<file path="config.mk">
export PLATFORM = sky130hd
export DESIGN_NAME = lcd_decoder
export DESIGN_NICKNAME = d
export VERILOG_FILES = /design/src/rtl/lcd_pkg.sv /design/src/rtl/lcd_classify.sv /design/src/rtl/lcd_track.sv /design/src/rtl/lcd_decoder.sv
export SDC_FILE = /design/constraint.sdc
export NUM_CORES = 1
export LEC_CHECK = 0
export BUFFER_PORTS_ARGS = -buffer_cell sky130_fd_sc_hd__buf_4
export CAP_MARGIN = 20
export CELL_PAD_IN_SITES_DETAIL_PLACEMENT = 1
export CELL_PAD_IN_SITES_GLOBAL_PLACEMENT = 1
export CORE_UTILIZATION = 23
export CTS_BUF_LIST = sky130_fd_sc_hd__clkbuf_8
export CTS_CLUSTER_DIAMETER = 50
export DETAILED_ROUTE_END_ITERATION = 8
export GPL_TIMING_DRIVEN = 0
export PLACE_DENSITY_LB_ADDON = 0.1
export SETUP_SLACK_MARGIN = 0.5
export SYNTH_ARGS = -nofsm -noshare
export SYNTH_HDL_FRONTEND = slang
export SYNTH_SLANG_ARGS = --single-unit
export TNS_END_PERCENT = 30
</file>
<file path="constraint.sdc">
create_clock -name clk -period 2 [get_ports clk]
set_input_delay 0.6 -clock clk [delete_from_list [all_inputs] [get_ports clk]]
set_output_delay 0.6 -clock clk [all_outputs]
set_load 0.01 [all_outputs]
</file>
<file path="src/rtl/lcd_pkg.sv">
package lcd_pkg;

  typedef enum logic [2:0] {
    C_ZERO    = 3'd0,
    C_EXCESS  = 3'd1,
    C_NORMAL  = 3'd2,
    C_BIPOLAR = 3'd3,
    C_SUB     = 3'd4,
    C_CODING  = 3'd5,
    C_DOUBLE  = 3'd6
  } cls_t;

  typedef struct packed {
    logic pos;
    logic neg;
    logic dat;
    logic flg;
    logic vld;
  } slot_t;

endpackage

</file>
<file path="src/rtl/lcd_classify.sv">
module lcd_classify
  import lcd_pkg::*;
#(
  parameter int HDB3_RUN = 4,
  parameter int B3ZS_RUN = 3,
  parameter int ZW       = 3,
  localparam int GAP_MAX = HDB3_RUN - 2
) (
  input  logic               mode_hdb3,
  input  logic               pos,
  input  logic               neg,
  input  logic [GAP_MAX-1:0] prev_pul,
  input  logic               last_pol,
  input  logic               parity,
  input  logic [ZW-1:0]      zrun,
  output cls_t               cls,
  output logic               dat,
  output logic               flg
);

  logic          shape;
  logic [ZW-1:0] run_lim;
  int            gap;

  always_comb begin
    gap     = mode_hdb3 ? (HDB3_RUN - 2) : (B3ZS_RUN - 2);
    run_lim = mode_hdb3 ? ZW'(HDB3_RUN) : ZW'(B3ZS_RUN);
    shape   = 1'b1;
    for (int j = 0; j < GAP_MAX; j++) begin
      if (j < gap && prev_pul[j]) shape = 1'b0;
    end
  end

  always_comb begin
    if (pos && neg) begin
      cls = C_DOUBLE;
    end else if (pos || neg) begin
      if (pos != last_pol) cls = C_NORMAL;
      else if (!shape)     cls = C_BIPOLAR;
      else if (parity)     cls = C_SUB;
      else                 cls = C_CODING;
    end else begin
      cls = (zrun + ZW'(1) == run_lim) ? C_EXCESS : C_ZERO;
    end
  end

  always_comb begin
    dat = (cls == C_NORMAL) || (cls == C_BIPOLAR) || (cls == C_DOUBLE);
    flg = (cls == C_EXCESS) || (cls == C_BIPOLAR) ||
          (cls == C_CODING) || (cls == C_DOUBLE);
  end

endmodule

</file>
<file path="src/rtl/lcd_track.sv">
module lcd_track
  import lcd_pkg::*;
#(
  parameter int HDB3_RUN = 4,
  parameter int B3ZS_RUN = 3,
  parameter int ZW       = 3
) (
  input  logic          clk,
  input  logic          rst_n,
  input  logic          mode_hdb3,
  input  logic          adv,
  input  cls_t          cls,
  input  logic          pos,
  output logic          last_pol,
  output logic          parity,
  output logic [ZW-1:0] zrun
);

  always_ff @(posedge clk) begin
    if (!rst_n) begin
      last_pol <= 1'b0;
      parity   <= 1'b0;
      zrun     <= '0;
    end else if (adv) begin
      unique case (cls)
        C_ZERO:   zrun <= zrun + ZW'(1);
        C_EXCESS: zrun <= '0;
        C_NORMAL: begin
          last_pol <= pos;
          parity   <= ~parity;
          zrun     <= '0;
        end
        C_BIPOLAR, C_DOUBLE: begin
          parity <= ~parity;
          zrun   <= '0;
        end
        default: begin
          parity <= 1'b0;
          zrun   <= '0;
        end
      endcase
    end
  end

  // the run count never reaches the mode's limit
  p_zrun_bound_r5: assert property (@(posedge clk) disable iff (!rst_n)
    zrun < (mode_hdb3 ? ZW'(HDB3_RUN) : ZW'(B3ZS_RUN)));

endmodule

</file>
<file path="src/rtl/lcd_decoder.sv">
module lcd_decoder
  import lcd_pkg::*;
#(
  parameter int DEPTH    = 4,
  parameter int HDB3_RUN = 4,
  parameter int B3ZS_RUN = 3,
  localparam int ZW      = $clog2(HDB3_RUN + 1),
  localparam int GAP_MAX = HDB3_RUN - 2
) (
  input  logic clk,
  input  logic rst_n,
  input  logic mode_hdb3,
  input  logic bypass,
  input  logic in_valid,
  output logic in_ready,
  input  logic in_pos,
  input  logic in_neg,
  output logic out_valid,
  input  logic out_ready,
  output logic out_data,
  output logic out_viol
);

  slot_t               line    [DEPTH];
  slot_t               line_nx [DEPTH];
  logic [DEPTH-1:0]    clr;
  logic [GAP_MAX-1:0]  prev_pul;
  logic                adv;
  cls_t                cls;
  logic                cls_dat;
  logic                cls_flg;
  logic                last_pol;
  logic                parity;
  logic [ZW-1:0]       zrun;
  int                  pre_idx;

  assign in_ready = !out_valid || out_ready;
  assign adv      = in_valid && in_ready;
  assign pre_idx  = mode_hdb3 ? (HDB3_RUN - 2) : (B3ZS_RUN - 2);

  for (genvar j = 0; j < GAP_MAX; j++) begin : g_prev
    assign prev_pul[j] = line[j].pos | line[j].neg;
  end

  for (genvar k = 0; k < DEPTH; k++) begin : g_clr
    assign clr[k] = (cls == C_SUB) && (k == pre_idx) &&
                    (line[k].pos ^ line[k].neg) && !line[k].flg;
  end

  lcd_classify #(.HDB3_RUN(HDB3_RUN), .B3ZS_RUN(B3ZS_RUN), .ZW(ZW)) u_cls (
    .mode_hdb3 (mode_hdb3),
    .pos       (in_pos),
    .neg       (in_neg),
    .prev_pul  (prev_pul),
    .last_pol  (last_pol),
    .parity    (parity),
    .zrun      (zrun),
    .cls       (cls),
    .dat       (cls_dat),
    .flg       (cls_flg)
  );

  lcd_track #(.HDB3_RUN(HDB3_RUN), .B3ZS_RUN(B3ZS_RUN), .ZW(ZW)) u_trk (
    .clk       (clk),
    .rst_n     (rst_n),
    .mode_hdb3 (mode_hdb3),
    .adv       (adv),
    .cls       (cls),
    .pos       (in_pos),
    .last_pol  (last_pol),
    .parity    (parity),
    .zrun      (zrun)
  );

  always_comb begin
    line_nx[0] = '{pos: in_pos, neg: in_neg, dat: cls_dat, flg: cls_flg, vld: 1'b1};
    for (int k = 1; k < DEPTH; k++) begin
      line_nx[k]     = line[k-1];
      line_nx[k].dat = line[k-1].dat & ~clr[k-1];
    end
  end

  always_ff @(posedge clk) begin
    if (!rst_n) begin
      for (int k = 0; k < DEPTH; k++) line[k] <= '0;
      out_valid <= 1'b0;
      out_data  <= 1'b0;
      out_viol  <= 1'b0;
    end else if (adv) begin
      for (int k = 0; k < DEPTH; k++) line[k] <= line_nx[k];
      out_valid <= line[DEPTH-1].vld;
      out_data  <= bypass ? line[DEPTH-1].pos : line[DEPTH-1].dat;
      out_viol  <= bypass ? line[DEPTH-1].neg : line[DEPTH-1].flg;
    end else if (out_ready) begin
      out_valid <= 1'b0;
    end
  end

  // a stalled output pair holds
  p_out_hold_r2: assert property (@(posedge clk) disable iff (!rst_n)
    (out_valid && !out_ready) |=> (out_valid && $stable(out_data) && $stable(out_viol)));

  // output validity only appears after an accepted symbol
  p_rise_after_take_r2: assert property (@(posedge clk) disable iff (!rst_n)
    $rose(out_valid) |-> $past(in_valid && in_ready));

  // an excess-zero symbol is stored as flagged zero
  p_excess_store_r5: assert property (@(posedge clk) disable iff (!rst_n)
    (adv && cls == C_EXCESS) |=> (line[0].flg && !line[0].dat));

  // a valid substitution pulse is stored clean
  p_sub_store_r7: assert property (@(posedge clk) disable iff (!rst_n)
    (adv && cls == C_SUB) |=> (!line[0].flg && !line[0].dat));

  // both rails high stores a flagged one
  p_double_store_r9: assert property (@(posedge clk) disable iff (!rst_n)
    (adv && in_pos && in_neg) |=> (line[0].flg && line[0].dat));

  // bypass presents the raw rails of the leaving symbol
  p_bypass_raw_r4: assert property (@(posedge clk) disable iff (!rst_n)
    (adv && bypass && line[DEPTH-1].vld) |=>
      (out_data == $past(line[DEPTH-1].pos) && out_viol == $past(line[DEPTH-1].neg)));

endmodule

</file>
==> metrics <==
core area=between 0.005 and 0.006 mm²; Pre-antenna DRT Iters=4; Reg area=between 700 and 800 µm²; number of flops mapped to enable cells by yosys=19; clock slew at reported path FFs=0.10 ns; total track usage=a little over a tenth; Synth Warn #=0; cts bufs inserted=3; final setup violating endpoints=0; initial antenna violation count=0; clock buffer depth=2; Slew @ Worst Pin=0.4910 ns; CP max stage delay=0.38 ns; register area share after synthesis=~57%; Max Transition Viols Final=0; Highest Clock Rate=621.6 MHz; Area Growth Syn to Fin=23.67%; Die X=between 70 and 80 µm; status=completed; CP Cell Sequence=ha_4 -> or3b_4 -> mux2i_4 -> nand2_1 -> a31oi_1; wire per inst=between 15 and 20 µm; post-synth top area share=between 40 and 50%; Crit-path slowest cell=dfxtp_4; Mean Syn Cell Area=11.35 µm²; via count=roughly 920; Crit path buffers/inverters=0; num ports=12; Leak=approximately 0.66 nW; CP max FO=5; nets@finish=about 140; Yosys reg bits=28; worst setup path class=flip-flop to flip-flop; share of layout cells above drive strength 1=between 20% and 30%; Final Wtd Congestion=~0.67; post-synthesis cell count=between 100 and 150; post-synth design cell area=0.001316 mm²; CP Launch Type=flip-flop; Total Wirelength=slightly above 3 mm; CTS Root Cell=clkbuf_8; MaxCap Viol Count=0; DIE AREA=0.006030 mm²; Die Y-Extent=around 78 µm; endpoint class of the critical path=flip-flop; I/O Buffers=9; remaining antenna violation count=0; CP required=2.12 ns; CTS sink count=28; Multi-input gate area=between 500 and 600 µm²; latest clock arrival within the worst-skew pair=approximately 0.27 ns; asr flop ratio synth=0%; largest net degree at the start of global routing=20; most frequent cells in the layout=19 x edfxtp_1, 13 x and3_1, 10 x nand2_1, 10 x buf_4, 8 x dfxtp_1; ANT cells=0; vias in the first global route=993; Period minus WS final=1.609 ns; syn nets=126; vias per cell=about 4.5; setup TNS=0 ns; Fill cells=630; commonest non-fill, non-tap cell in the layout=edfxtp_1; Rel. slew slack=67.27%; Pwr Total=0.001145 W; Setup Skew=approximately 0.006 ns; min-delay worst type=flip-flop to flip-flop; delay-heaviest family, CP=simple AND/OR/NAND/NOR gates; top_reg_cell synth=edfxtp_1; Synth cell types=34; Initial Util=a little under a quarter; CP arrival=1.73 ns; ranking of synthesized cells by area=edfxtp_1 43%, dfxtp_1 14%, and3_1 6.2%; CTS tree=done; unrepaired setup endpoints after global routing=yes; first-pass GRT wire length=approximately 4.9 mm; dpl hpwl=approximately 2.1 mm; grt total ovfl=0; Worst VDD drop=~0.26 mV; DRC Markers=0; DR iter-0 viols=31; Final Hold Violating Endpoints=0; H-tree depth=1; crit share post-route=between 80% and 90%; # rows=27; cell taking the most area after synthesis=edfxtp_1; Power Dens Cells=roughly 700 mW/mm²
where the power goes:
group	leakage, nW	total (W)	internal, W	switching [W]
Clock	0.0269	0.000320	0.000138	0.000182
Combinational	0.349	0.000149	0.0000676	0.0000813
Sequential	0.284	0.000676	0.000656	0.0000191
Total	0.660	0.00114	0.000862	0.000283
logic make-up (layout without fill, tap and decap cells):
kind of cell               count (synthesis)  count (layout)  synth area share, %
AOI/OAI and AO/OA                         21              21                11.60
DFF                                       28              28                57.03
xor gates and xnor gates                   3               3                2.567
buffers and inverters                     11              26                3.422
muxes                                      3               3                2.281
and+or+nand+nor                           48              48                21.20
adders and majority gates                  2               2                1.901
layout make-up:
cell class | count | share of cell area [%]
inverters | 3 | 0.6918
repair buffers | 11 | 5.304
flip-flops and latches | 28 | 46.35
clock buffers | 3 | 2.537
multi-input cells | 77 | 36.36
clock inverters | 1 | 0.2306
well taps | 72 | 5.534
plain buffers | 8 | 2.998
through the flow:
step / std cells / cell area, µm² / utilization [%] / setup slack (ns) / hold WS (ns)
2_1_floorplan: 116 / 1340 / - / 0.4567 / 0.4322
3_3_place_gp: 197 / 1498 / 27.20 / 0.1321 / 0.4439
3_5_place_dp: 197 / 1498 / 27.20 / 0.1015 / 0.4553
4_1_cts: 202 / 1573 / 28.56 / 0.4033 / 0.4807
5_1_grt: 203 / 1628 / 29.56 / 0.3267 / 0.5130
6_report: 203 / 1628 / 29.56 / 0.3913 / 0.4764
registers in the layout, summed over array words and instances, names as in the netlist:
signal,flops
line,20
u_trk.zrun,3
out_data,1
out_valid,1
out_viol,1
u_trk.last_pol,1
u_trk.parity,1
cells in the mapped netlist, types with 2 or more instances:
cell type,instances
nand2b_1,2
o22ai_1,3
buf_2,3
edfxtp_1,19
dfxtp_1,9
a21boi_0,2
ha_1,2
o21ai_0,2
nand3b_1,5
nand3_1,3
a21oi_1,2
o211a_1,2
and3_1,13
nand2_1,10
nor2_1,8
clkbuf_1,5
inv_1,3
a31oi_1,3
o2111a_1,2
mux2i_1,3
o21a_1,2
layer usage:
| layer | vias to the layer above | GRT usage [%] | share of wire (%) |
|---|---|---|---|
| li1 | 457 | - | - |
| met5 | - | 0 | 0 |
| met1 | 450 | 13.18 | 48 |
| met4 | 0 | 4.151 | 0.82 |
| met3 | 2 | 1.412 | 1.4 |
| met2 | 7 | 19.12 | 50 |
final timing paths:
check,startpoint,end,slack [ns],cells past startpoint
worst max-delay path,u_trk.zrun[0],line[0][1],0.39,5
worst max register to register,u_trk.zrun[0],line[0][1],0.39,5
worst min register to register,line[0][0],line[0][0],0.48,1
worst min-delay path,line[0][0],line[0][0],0.48,1
repair_timing:
action                                  4_1_cts  5_1_grt
endpoints found under the hold margin         0        0
resized for setup                             5       11
pin swaps                                     1        3
endpoints found under the setup margin        8       14
buffers inserted                              1        1
hold buffers                                  0        0
Power figures use the tool's default switching activity.
